--- config.mk ---
export PLATFORM = sky130hd
export DESIGN_NAME = pulse_accum
export DESIGN_NICKNAME = d
export VERILOG_FILES = /design/src/rtl/pacc_pkg.sv /design/src/rtl/pacc_sync.sv /design/src/rtl/pacc_prescale.sv /design/src/rtl/pacc_flag.sv /design/src/rtl/pulse_accum.sv
export SDC_FILE = /design/constraint.sdc
export NUM_CORES = 1
export LEC_CHECK = 0
export BUFFER_PORTS_ARGS = -buffer_cell sky130_fd_sc_hd__clkbuf_2
export CAP_MARGIN = 5
export CORE_ASPECT_RATIO = 0.7
export CORE_MARGIN = 2
export CORE_UTILIZATION = 37
export CTS_CLUSTER_DIAMETER = 50
export DETAILED_ROUTE_END_ITERATION = 8
export SYNTH_ARGS = -nofsm -noshare
export SYNTH_HDL_FRONTEND = slang
export SYNTH_SLANG_ARGS = --single-unit
export TNS_END_PERCENT = 20
--- constraint.sdc ---
create_clock -name clk_i -period 4.9 [get_ports clk_i]
set_clock_uncertainty 0.05 [all_clocks]
set_input_delay 0.98 -clock clk_i [delete_from_list [all_inputs] [get_ports clk_i]]
set_output_delay 0.98 -clock clk_i [all_outputs]
set_load 0.02 [all_outputs]
--- src/rtl/pacc_pkg.sv ---
package pacc_pkg;
  typedef enum logic {
    PACC_EVENT = 1'b0,
    PACC_GATED = 1'b1
  } pacc_mode_e;
endpackage

--- src/rtl/pacc_sync.sv ---
module pacc_sync #(
  parameter int STAGES = 2
) (
  input  logic clk_i,
  input  logic rst_ni,
  input  logic async_i,
  output logic level_o,
  output logic rise_o,
  output logic fall_o
);
  logic [STAGES-1:0] sh_q;
  logic              prev_q;

  always_ff @(posedge clk_i or negedge rst_ni) begin
    if (!rst_ni) begin
      sh_q   <= '0;
      prev_q <= 1'b0;
    end else begin
      sh_q   <= {sh_q[STAGES-2:0], async_i};
      prev_q <= sh_q[STAGES-1];
    end
  end

  assign level_o = sh_q[STAGES-1];
  assign rise_o  = level_o & ~prev_q;
  assign fall_o  = ~level_o & prev_q;

  p_edge_excl_r11: assert property (@(posedge clk_i) disable iff (!rst_ni)
    $onehot0({rise_o, fall_o}));
endmodule

--- src/rtl/pacc_prescale.sv ---
module pacc_prescale #(
  parameter int DIV = 64
) (
  input  logic clk_i,
  input  logic rst_ni,
  input  logic run_i,
  output logic tick_o
);
  localparam int W = (DIV > 1) ? $clog2(DIV) : 1;

  logic [W-1:0] cnt_q;

  assign tick_o = run_i && (cnt_q == W'(DIV - 1));

  always_ff @(posedge clk_i or negedge rst_ni) begin
    if (!rst_ni)     cnt_q <= '0;
    else if (tick_o) cnt_q <= '0;
    else if (run_i)  cnt_q <= cnt_q + 1'b1;
  end

  p_tick_spaced_r6: assert property (@(posedge clk_i) disable iff (!rst_ni)
    tick_o |=> !tick_o);
endmodule

--- src/rtl/pacc_flag.sv ---
module pacc_flag (
  input  logic clk_i,
  input  logic rst_ni,
  input  logic set_i,
  input  logic clr_i,
  output logic flag_o
);
  always_ff @(posedge clk_i or negedge rst_ni) begin
    if (!rst_ni)    flag_o <= 1'b0;
    else if (set_i) flag_o <= 1'b1;  // set beats clear
    else if (clr_i) flag_o <= 1'b0;
  end

  p_set_wins_r10: assert property (@(posedge clk_i) disable iff (!rst_ni)
    set_i |=> flag_o);
endmodule

--- src/rtl/pulse_accum.sv ---
module pulse_accum
  import pacc_pkg::*;
#(
  parameter int CNT_W       = 16,
  parameter int DIV         = 64,
  parameter int SYNC_STAGES = 2
) (
  input  logic             clk_i,
  input  logic             rst_ni,
  input  logic             pin_i,
  input  logic             en_i,
  input  logic             gated_mode_i,
  input  logic             edge_sel_i,
  input  logic             timer_on_i,
  input  logic             in_irq_en_i,
  input  logic             ovf_irq_en_i,
  input  logic             wr_cnt_i,
  input  logic [CNT_W-1:0] wr_data_i,
  input  logic             clr_in_flag_i,
  input  logic             clr_ovf_flag_i,
  output logic [CNT_W-1:0] count_o,
  output logic             in_flag_o,
  output logic             ovf_flag_o,
  output logic             irq_o
);
  localparam logic [CNT_W-1:0] CNT_MAX = {CNT_W{1'b1}};

  logic             pin_s, pin_rise, pin_fall, tick;
  logic             inc_raw, in_set_raw, inc, in_set, ovf_set;
  logic [CNT_W-1:0] count_q;
  pacc_mode_e       mode;

  pacc_sync #(.STAGES(SYNC_STAGES)) u_sync (
    .clk_i   (clk_i),
    .rst_ni  (rst_ni),
    .async_i (pin_i),
    .level_o (pin_s),
    .rise_o  (pin_rise),
    .fall_o  (pin_fall)
  );

  pacc_prescale #(.DIV(DIV)) u_pre (
    .clk_i  (clk_i),
    .rst_ni (rst_ni),
    .run_i  (timer_on_i),
    .tick_o (tick)
  );

  assign mode = pacc_mode_e'(gated_mode_i);

  // edge_sel: counted edge in event mode, active level in gated mode
  always_comb begin
    unique case (mode)
      PACC_EVENT: begin
        inc_raw    = edge_sel_i ? pin_rise : pin_fall;
        in_set_raw = inc_raw;
      end
      PACC_GATED: begin
        inc_raw    = tick & (edge_sel_i ? ~pin_s : pin_s);
        in_set_raw = edge_sel_i ? pin_rise : pin_fall;
      end
      default: begin
        inc_raw    = 1'b0;
        in_set_raw = 1'b0;
      end
    endcase
  end

  assign inc     = en_i & inc_raw & ~wr_cnt_i;
  assign in_set  = en_i & in_set_raw;
  assign ovf_set = inc & (count_q == CNT_MAX);

  always_ff @(posedge clk_i or negedge rst_ni) begin
    if (!rst_ni)       count_q <= '0;
    else if (wr_cnt_i) count_q <= wr_data_i;
    else if (inc)      count_q <= count_q + 1'b1;
  end

  pacc_flag u_in_flag (
    .clk_i  (clk_i),
    .rst_ni (rst_ni),
    .set_i  (in_set),
    .clr_i  (clr_in_flag_i),
    .flag_o (in_flag_o)
  );

  pacc_flag u_ovf_flag (
    .clk_i  (clk_i),
    .rst_ni (rst_ni),
    .set_i  (ovf_set),
    .clr_i  (clr_ovf_flag_i),
    .flag_o (ovf_flag_o)
  );

  assign count_o = count_q;
  assign irq_o   = (in_flag_o & in_irq_en_i) | (ovf_flag_o & ovf_irq_en_i);

  p_disabled_hold_r2: assert property (@(posedge clk_i) disable iff (!rst_ni)
    (!en_i && !wr_cnt_i) |=> $stable(count_q));

  p_single_step_r9: assert property (@(posedge clk_i) disable iff (!rst_ni)
    !wr_cnt_i |=> (count_q == $past(count_q) ||
                   count_q == CNT_W'($past(count_q) + 1'b1)));

  p_ovf_after_max_r7: assert property (@(posedge clk_i) disable iff (!rst_ni)
    $rose(ovf_flag_o) |-> ($past(count_q) == CNT_MAX));

  p_irq_masked_r8: assert property (@(posedge clk_i) disable iff (!rst_ni)
    (!in_irq_en_i && !ovf_irq_en_i) |-> !irq_o);
endmodule

### Yosys cells after proc, flatten, opt, wreduce, memory -nomap -nowiden

Cells that the tools add are included.

* bits in registers: 27
* input port bits: 28

* mux-type cells: 11
* bitwise gates (word level): 14
* $add $sub $neg: 2
* eq/ne operators: 2
* reduce and logical (&&, ||, !) cells: 5

Operator list (number)
* 2-to-1 mux 16 bit: 2
* adder 16 x 1 -> 16 bit (second input constant): 1
* equality test 16 bit (second input constant): 1
* 2-to-1 mux 6 bit: 2
* bitwise AND 1 bit: 9
* nonzero test 2 bit: 4
* adder 6 x 1 -> 6 bit (second input constant): 1
* equality test 6 bit (second input constant): 1
* 2-to-1 mux 1 bit: 6
* NOT 1 bit: 4
* case mux 1 bit (2 select lines): 1
* logical AND 1 bit: 1
* bitwise OR 1 bit: 1

### Longest topological paths before layout

Gate-level depths: netlist of the first run.

* depth after elaboration: 8
* mapped depth: 6

### Cells and area by module

A second synthesis of the first run with hierarchy kept.

* cell total of the unflattened synthesis: 161
* area, all modules: 1530.2 sq um

By module, submodules not included
* pulse_accum: times used 1, seq. area each 400.4 sq um, area an instance 1091.0 sq um, cells an instance 126
* pacc_prescale: times used 1, seq. area each 150.1 sq um, area an instance 276.5 sq um, cells an instance 24
* pacc_sync: times used 1, seq. area each 75.1 sq um, area an instance 90.1 sq um, cells an instance 5
* pacc_flag: times used 2, seq. area each 25.0 sq um, area an instance 36.3 sq um, cells an instance 3

### Worst setup path before layout of the first run

OpenSTA, ideal clock, no wires.

* kind: input-to-reg
* start point: in edge_sel_i
* end point: reg count_q[7], in the netlist count_o[7]
* path buffers: 0
* library setup time: 0.069 ns
* required time: 4.781 ns
* path slack: 2.508 ns
* stages: 4
* arrival time: 2.273 ns
* path through: nor3b_1 o2111ai_1 a2111o_1 nand3_1

* longest elaborated chain between the ends: 6

Ends and longest elaborated chain
* from (decl): RTL line pulse_accum.sv:13 `input logic edge_sel_i,`
* 2-to-1 mux 1 bit: RTL line pulse_accum.sv:59 `inc_raw = tick & (edge_sel_i ? ~pin_s : pin_s);`
* bitwise AND 1 bit: RTL line pulse_accum.sv:59
* case mux 1 bit (2 select lines) *: RTL line pulse_accum.sv:53 `unique case (mode)`
* bitwise AND 1 bit * (2 in series): RTL line pulse_accum.sv:69 `assign inc = en_i & inc_raw & ~wr_cnt_i;`
* nonzero test 2 bit (no line) *
* to (signal assigned): RTL line pulse_accum.sv:75 `else if (wr_cnt_i) count_q <= wr_data_i;`
* to (signal assigned): RTL line pulse_accum.sv:76 `else if (inc) count_q <= count_q + 1'b1;`
* to (decl): RTL line pulse_accum.sv:30 `logic [CNT_W-1:0] count_q;`

Mark *: on every way between the ends. The rest lies on a longest branch, timed or not.
A chain may end at the register's enable or synchronous reset.

### Worst setup path after layout of the first run

Ends and elaborated chain as after synthesis.

==> impl_metrics.json, run 1 <==
{
  "multi_input_area_um2": 980,
  "ys_types": 43,
  "dieArea_um2": 5190,
  "die_width_um": 85.3,
  "crit_required_ns": 5.06,
  "setup_viol": 0,
  "num_vias": 1655,
  "p_int_mw": 0.405,
  "grt-busiest-layer": "met1",
  "drv_slew": 0,
  "num-fill-cells": 465,
  "ys_ff_latch": 27,
  "use_met3_pct": 4.22,
  "synth_top_area_cell": "dfrtp_1",
  "synth_most_common_cell": "nand3_1",
  "drive_gt1_share_pct": 23.9,
  "synth_top_area_share_pct": 39.5,
  "wl_per_cell_um": 15.5,
  "status": "complete, no violations",
  "grt_overflow_total": 0,
  "netlist_area_um2": 1710,
  "post-cts-setup-buffers": 0,
  "cts_hold_buf": 0,
  "drtAntennaViolNets": 0,
  "p_per_area_nw_per_um2": 311,
  "num_rows": 20,
  "yosysWarnings": 0,
  "worst_pin_slew_ns": 1.14,
  "crit_arrival_ns": 2.70,
  "maxSlewHeadroom_pct": 23.3,
  "avgSynthCellArea_um2": 8.86,
  "cts-root-buf": "clkbuf_8",
  "num_antenna_cells": 0,
  "cp_max_fo": 8,
  "p_leak_nw": 0.856,
  "worst_setup_path_start_kind": "primary input",
  "clk_pin_slew_ns": 0.09,
  "critical_path_class": "primary input to register",
  "report.final.hold_viol_count": 0,
  "end_kind": "register",
  "cts_buffers": 3,
  "holdWs_ns": 0.304,
  "synth_nets": 223,
  "place_hpwl_mm": 3.29,
  "drv_cap": 0,
  "synthCells": 193,
  "antenna_found_initial": 0,
  "regArea_um2": 676,
  "cts_tree": "built",
  "max_freq_ghz": 0.395,
  "grt_max_degree": 46,
  "nNetsFinal": 265,
  "grt_pass1_vias": 1473,
  "cts_max_level": 1,
  "cts_sinks": 27,
  "drtIter0Drc": 125,
  "p_sw_mw": 0.224,
  "grtUsageMet1_pct": 29.4,
  "area.growth.synth_to_final_pct": 18.0,
  "synthTopCellsByCount": "nand3_1 (28), dfrtp_1 (27), nor2b_1 (15), o21ai_0 (15), nand2_1 (8)",
  "synth.yosys.seq_area_share_pct": 39.5,
  "p_sw_share_pct": 35.6,
  "coreArea_um2": 4400,
  "post_cts_resized": 0,
  "clockPowerShare_pct": 20.3,
  "synth_ff_type": "dfrtp_1",
  "hold_path.class": "register to register",
  "clk_path_buf_depth": 2,
  "io_buffer_count": 46,
  "clock_latency_ns": 0.27,
  "power_frac_seq_pct": 50.4,
  "use_met2_pct": 25.3,
  "async_reset_ff_share_pct": 100,
  "period_minus_slack_ns": 2.53,
  "synth-edff-count": 0,
  "yosys-top-cells-area": "dfrtp_1 (40%), nand3_1 (8.2%), nor2b_1 (5.5%)",
  "grt_setup_unrepaired": "false",
  "die_h_um": 60.9,
  "wl_mm": 4.49,
  "grt_util_all_layers_pct": 18.4,
  "gp_congestion": 0.810,
  "fin_util_pct": 45.8,
  "fin_crit_sh_pct": 51.7,
  "dr.pass1.iters": 4,
  "setup_tns_ns": 0,
  "ir_drop_v": 0.000129,
  "via_per_inst": 5.73,
  "grt_pass1_wl_mm": 7.38,
  "p_comb_share_pct": 29.4,
  "start_util_pct": 38.8,
  "drcViolationCount": 0,
  "boundaryPins": 47
}
==> stage by stage <==
step | instance area [µm²] | instances | total power [mW] | worst slack (ns)
final | 2020 | 289 | 0.628 | 2.37
after global routing | 2020 | 289 | 0.676 | 2.16
after CTS | 2020 | 289 | 0.634 | 2.37
after detailed placement | 1970 | 285 | 0.505 | 2.08
after global placement | 1970 | 285 | 0.501 | 2.06
after floorplan | 1710 | 193 | 0.440 | 2.51
==> per-layer routing <==
layer,part of all wire [%],routed length (µm)
met5,0,0
met4,0.60,27
met3,7.6,340
met2,38,1700
met1,54,2420
==> final cells by class <==
cell class	count	area share [%]
clock buffers	4	2.23
well taps	55	3.41
inverters	5	0.930
flip-flops and latches	27	33.5
multi-input cells	152	48.5
repair buffers	46	11.4
==> flip-flops by register name, indices dropped and copies added, names as in the netlist <==
name	cells
count_o	16
u_pre.cnt_q	6
u_sync.sh_q	2
u_in_flag.flag_o	1
u_ovf_flag.flag_o	1
u_sync.prev_q	1
==> worst paths after layout <==
kind | start | to | slack [ns] | depth (start not counted)
worst max-delay path | edge_sel_i | count_o[7]$_DFFE_PN0P_ | 2.37 | 5
max in group asynchronous | rst_ni | count_o[9]$_DFFE_PN0P_ | 3.65 | 1
worst max register to register | u_pre.cnt_q[0]$_DFFE_PN0P_ | count_o[6]$_DFFE_PN0P_ | 2.60 | 5
min in group asynchronous | rst_ni | u_pre.cnt_q[1]$_DFFE_PN0P_ | 0.69 | 1
worst min-delay path | u_sync.sh_q[0]$_DFF_PN0_ | u_sync.sh_q[1]$_DFF_PN0_ | 0.30 | 0
worst min register to register | u_sync.sh_q[0]$_DFF_PN0_ | u_sync.sh_q[1]$_DFF_PN0_ | 0.30 | 0
==> power by group through the flow <==
stage                     combinational, mW  sequential (mW)  clock [mW]
final                                 0.184            0.316       0.127
after global routing                  0.209            0.324       0.143
after CTS                             0.186            0.315       0.133
after detailed placement              0.186            0.319           0
after global placement                0.182            0.319           0
after floorplan                       0.112            0.328           0
==> logic make-up after synthesis <==
group	Yosys count	share of synthesized area, %
AND/OR/NAND/NOR	94	32.0
buffers and inverters	14	3.22
adder cells (fa/ha/maj)	2	1.46
AO/OA/AOI/OAI	50	20.6
flip-flops	27	39.5
XOR/XNOR	4	2.05
multiplexers	2	1.24
==> placed cells by master, fill, tap and decap left out, drive strengths merged, types with 3 or more instances in the layout <==
cell type  Yosys  routed
clkbuf         6      50
nand3         28      28
dfrtp         27      27
o21ai         15      15
nor2b         15      15
nand2          8       8
nand4          8       8
nor2           7       7
nor4           6       6
nor3           6       6
inv            5       5
nor3b          5       5
a22oi          5       5
a22o           4       4
xnor2          4       4
o2111ai        4       4
o211ai         4       4
a21oi          4       4
o21a           3       3
a221oi         3       3
or4            3       3
==> critical path, cell delays in order <==
cell and delay [ns]:
clkbuf_2 0.10, nor3b_1 0.54, o2111ai_1 0.48, a2111o_1 0.53
nand3_1 0.07
Power figures use the tool's default switching activity.
==> inputs of run 2 (changes only) <==
Clock period 4.9 ns to 2.3 ns, I/O delays scaled along.
==> run 2 against run 1 <==
Register-to-register slack lost 2.3 ns. Die area is the same. First-iteration DRC count down 53%. Critical path depth stayed put. Sequential share of layout area is 0.99 points lower. Sequential power increased by 110%. Cell count rose by 2.8%.
==> impl_metrics.json, run 2 (synthesis results as in run 1) <==
{
  "drv_cap": 0,
  "final_cell_mix": "clkbuf_2 (46), nand3_1 (28), dfrtp_1 (27)",
  "cts_tree": "built",
  "cts_max_level": 1,
  "num-fill-cells": 466,
  "place_hpwl_mm": 3.42,
  "grt_overflow_total": 0,
  "die_width_um": 85.3,
  "drcViolationCount": 0,
  "antenna_found_initial": 0,
  "p_leak_nw": 0.897,
  "max_freq_ghz": 0.488,
  "clk_path_buf_depth": 2,
  "crit_arrival_ns": 2.17,
  "grt_util_all_layers_pct": 18.6,
  "grt_pass1_wl_mm": 7.39,
  "report.final.hold_viol_count": 0,
  "p_per_area_nw_per_um2": 652,
  "grt_max_degree": 31,
  "largest_reg_flops": 16,
  "regArea_um2": 676,
  "cts_buffers": 3,
  "post-cts-setup-buffers": 0,
  "multi_input_area_um2": 980,
  "cp_max_fo": 9,
  "r2r_start": "u_pre.cnt_q[0]$_DFFE_PN0P_",
  "mostFrequentLayoutCell": "clkbuf_2",
  "critical_path_class": "register to register",
  "setup_viol": 0,
  "period_minus_slack_ns": 2.05,
  "grt_pass1_vias": 1483,
  "post_cts_resized": 0,
  "cp_cell_sequence": "ha_1 > nand4_4 > or4_1 > and4_4 > a211o_1",
  "gp_congestion": 0.824,
  "coreArea_um2": 4400,
  "cts_sinks": 27,
  "crit_required_ns": 2.42,
  "boundaryPins": 47,
  "cts-root-buf": "clkbuf_8",
  "slowest_delay_ns": 0.62,
  "drtIter0Drc": 59,
  "reg2reg_slack_ns": 0.25,
  "nNetsFinal": 273,
  "clk_pin_slew_ns": 0.10,
  "end_kind": "register",
  "num_antenna_cells": 0,
  "num_rows": 20,
  "dieArea_um2": 5190,
  "worstReg2RegEnd": "count_o[2]$_DFFE_PN0P_",
  "path_delay_family": "simple AND/OR/NAND/NOR gates",
  "path_buf_inv": 0,
  "num_vias": 1677,
  "r2r_cells": 5,
  "via_per_inst": 5.65,
  "io_buffer_count": 46,
  "dr.pass1.iters": 4,
  "ir_drop_v": 0.000292,
  "drv_slew": 0,
  "drive_gt1_share_pct": 26.9,
  "wl_per_cell_um": 15.7,
  "cts_hold_buf": 0,
  "grt_setup_unrepaired": "false",
  "worst_slack_ns": 0.251,
  "wl_mm": 4.65,
  "drtAntennaViolNets": 0,
  "clock_latency_ns": 0.28,
  "worst_pin_slew_ns": 0.713,
  "fin_crit_sh_pct": 89.1,
  "setup_tns_ns": 0,
  "preCtsSetupSlack_ns": 0.250,
  "cpMaxStageDelayCell": "or4_1",
  "maxSlewHeadroom_pct": 52.4,
  "status": "complete, no violations",
  "area.growth.synth_to_final_pct": 21.6,
  "die_h_um": 60.9,
  "worst_setup_path_start_kind": "register",
  "hold_path.class": "primary input to asynchronous set/reset pin",
  "start_util_pct": 38.8
}
==> run 2: how the worst max path moves through the flow <==
stage / from / end / cells after the start
2_1_floorplan: u_pre.cnt_q[0]$_DFFE_PN0P_ / count_o[2]$_DFFE_PN0P_ / 6
3_3_place_gp: timer_on_i / count_o[2]$_DFFE_PN0P_ / 5
3_5_place_dp: timer_on_i / count_o[2]$_DFFE_PN0P_ / 5
4_1_cts: u_pre.cnt_q[0]$_DFFE_PN0P_ / count_o[2]$_DFFE_PN0P_ / 5
5_1_grt: u_pre.cnt_q[0]$_DFFE_PN0P_ / count_o[2]$_DFFE_PN0P_ / 5
6_report: u_pre.cnt_q[0]$_DFFE_PN0P_ / count_o[2]$_DFFE_PN0P_ / 5
==> run 2: report_power, final <==
group          total (mW)  internal, mW  switching [mW]  leakage (nW)
logic               0.398         0.181           0.217         0.563
clock network       0.286         0.122           0.164        0.0255
registers           0.672         0.560           0.112         0.308
total                1.36         0.863           0.493         0.897
==> run 2: cell type report <==
cell class / instances / share of cell area, %
multi-input cells: 152 / 47.1
flip-flops and latches: 27 / 32.5
clock inverters: 1 / 0.241
clock buffers: 3 / 1.99
inverters: 5 / 0.903
well taps: 55 / 3.31
repair buffers: 54 / 14.0
==> run 2: worst reg2reg max path, stage by stage, from the launching register on <==
cell and delay, ns:
dfrtp_1 0.40, ha_1 0.23, nand4_4 0.17, or4_1 0.62, and4_4 0.21, a211o_1 0.26
==> run 2: through the flow <==
step | util, % | cell area (µm²) | power, mW | hold WS (ns) | cells
2_1_floorplan | - | 1710 | 0.938 | 0.114 | 193
3_3_place_gp | 46.2 | 2030 | 1.07 | 0.282 | 293
3_5_place_dp | 46.2 | 2030 | 1.08 | 0.285 | 293
4_1_cts | 47.2 | 2080 | 1.37 | 0.190 | 297
5_1_grt | 47.2 | 2080 | 1.45 | 0.199 | 297
6_report | 47.2 | 2080 | 1.36 | 0.159 | 297
==> run 2: per-layer routing <==
layer	vias up	global-route usage [%]	wire, µm
met5	-	0	0
met4	0	4.31	26
met3	4	4.35	371
met2	60	25.3	1840
met1	772	29.3	2410
li1	841	-	-
==> inputs of run 3 (changes only) <==
Settings changed: CORE_UTILIZATION 37 to 47, PLACE_DENSITY from default to 0.76.
==> run 3 against run 2 <==
Design area fell by 0.12%. Sequential power barely moved. First-iteration DRC count is 110% higher. Largest cell class unchanged. Core utilization is 12 points higher. Maximum frequency is 0.30% lower. Die area fell by 20%. Wire length fell by 8.3%. Critical path type unchanged. Critical path depth rose by 1.
==> impl_metrics.json, run 3 (synthesis results as in run 1) <==
{
  "grt_pass1_wl_mm": 7.02,
  "dpl_cell_area_um2": 2020,
  "grt_max_degree": 28,
  "place_hpwl_mm": 3.15,
  "nNetsFinal": 272,
  "wl_mm": 4.27,
  "gp_congestion": 0.804,
  "drv_cap": 0,
  "fin_crit_sh_pct": 89.4,
  "largest_reg_flops": 16,
  "wl_met1_mm": 2.19,
  "post-cts-setup-buffers": 0,
  "maxSlewHeadroom_pct": 53.5,
  "status": "complete, no violations",
  "cts-root-buf": "clkbuf_8",
  "p_per_area_nw_per_um2": 648,
  "fin_cells": 291,
  "grt_pass1_vias": 1448,
  "highest_layer": "met4",
  "slowest_delay_ns": 0.60,
  "area.growth.synth_to_final_pct": 21.4,
  "final_cell_mix": "clkbuf_2 (46), nand3_1 (28), dfrtp_1 (27)",
  "dieArea_um2": 4150,
  "cpMaxStageDelayCell": "or4_1",
  "r2r_start": "u_pre.cnt_q[0]$_DFFE_PN0P_",
  "grt_setup_unrepaired": "false",
  "die_h_um": 54.5,
  "cts_sinks": 27,
  "period_minus_slack_ns": 2.06,
  "antenna_found_initial": 0,
  "reg2reg_slack_ns": 0.24,
  "coreArea_um2": 3510,
  "hold_path.class": "primary input to asynchronous set/reset pin",
  "cts_buffers": 3,
  "drive_gt1_share_pct": 27.0,
  "boundaryPins": 47,
  "critical_path_class": "register to register",
  "grt_util_all_layers_pct": 21.7,
  "wl_per_cell_um": 14.7,
  "die_width_um": 76.1,
  "num-fill-cells": 333,
  "report.final.hold_viol_count": 0,
  "setup_viol": 0,
  "num_rows": 18,
  "end_kind": "register",
  "worst_pin_slew_ns": 0.692,
  "cts_hold_buf": 0,
  "via_per_inst": 5.78,
  "p_leak_nw": 0.888,
  "crit_required_ns": 2.47,
  "max_freq_ghz": 0.487,
  "cp_max_fo": 9,
  "dr.pass1.iters": 4,
  "ir_drop_v": 0.000358,
  "r2r_cells": 6,
  "setup_tns_ns": 0,
  "fin_area_um2": 2080,
  "clock_latency_ns": 0.28,
  "io_buffer_count": 46,
  "drcViolationCount": 0,
  "clk_path_buf_depth": 2,
  "clk_pin_slew_ns": 0.10,
  "dr_wl_met3_um": 286,
  "grt_overflow_total": 0,
  "cts_max_level": 1,
  "cts_tree": "built",
  "worstReg2RegEnd": "count_o[2]$_DFFE_PN0P_",
  "start_util_pct": 48.7,
  "dp_cells": 287,
  "p_total_mw": 1.35,
  "crit_arrival_ns": 2.22,
  "drtAntennaViolNets": 0,
  "routed-wl-met2_mm": 1.77,
  "drv_slew": 0,
  "cp_cell_sequence": "ha_1 > nand4_4 > or4_1 > buf_4 > a211oi_1 > a211o_1",
  "num_antenna_cells": 0,
  "num_vias": 1683,
  "drtIter0Drc": 122,
  "worst_setup_path_start_kind": "register",
  "mostFrequentLayoutCell": "clkbuf_2"
}
==> run 3: what timing repair did <==
item                       CTS  global route
hold endpoints to repair     0             0
setup endpoints to repair    0            13
gates resized for setup      0             2
==> run 3: per-stage QoR <==
| stage | hold WS, ns | setup slack [ns] | utilization, % |
|---|---|---|---|
| 2_1_floorplan | 0.114 | 0.319 | - |
| 3_3_place_gp | 0.282 | 0.121 | 57.5 |
| 3_5_place_dp | 0.286 | 0.118 | 57.5 |
| 4_1_cts | 0.183 | 0.117 | 58.8 |
| 5_1_grt | 0.207 | 0.167 | 59.1 |
| 6_report | 0.157 | 0.245 | 59.1 |
==> run 3: layer usage <==
metal / global-route usage, % / up-vias
met3: 4.62 / 2
li1: - / 846
met1: 32.5 / 776
met4: 3.64 / 0
met5: 0 / -
met2: 32.9 / 59
==> run 3: area by class of cell <==
type / count / area [µm²] / area share [%]
multi-input combinational: 152 / 992 / 47.8
sequential: 27 / 676 / 32.5
timing repair buffer: 53 / 283 / 13.6
tap: 50 / 62.6 / 3.01
clock buffer: 4 / 45.0 / 2.17
inverter: 5 / 18.8 / 0.904
==> run 3: report_power, final <==
group | leakage (nW) | switching [mW] | internal [mW] | total (mW)
Sequential | 0.308 | 0.110 | 0.560 | 0.669
Combinational | 0.557 | 0.219 | 0.182 | 0.401
Clock | 0.0228 | 0.152 | 0.124 | 0.276
Total | 0.888 | 0.480 | 0.866 | 1.35
==> run 3: critical path: cells and delay by family (launching register included) <==
kind	cells	cell delay [ns]
compound gates	2	0.37
fa+ha+maj	1	0.22
buf+inv	1	0.19
flops	1	0.39
simple gates	2	0.78
==> run 3: how the worst max path moves through the flow <==
| stage | end | slack (ns) | depth (start not counted) | from |
|---|---|---|---|---|
| final | count_o[2]$_DFFE_PN0P_ | 0.24 | 6 | u_pre.cnt_q[0]$_DFFE_PN0P_ |
| after detailed placement | count_o[9]$_DFFE_PN0P_ | 0.12 | 5 | timer_on_i |
| after CTS | count_o[9]$_DFFE_PN0P_ | 0.12 | 5 | u_pre.cnt_q[0]$_DFFE_PN0P_ |
| after global routing | count_o[2]$_DFFE_PN0P_ | 0.17 | 6 | u_pre.cnt_q[0]$_DFFE_PN0P_ |
| after global placement | count_o[13]$_DFFE_PN0P_ | 0.12 | 5 | timer_on_i |
| after floorplan | count_o[2]$_DFFE_PN0P_ | 0.32 | 6 | u_pre.cnt_q[0]$_DFFE_PN0P_ |
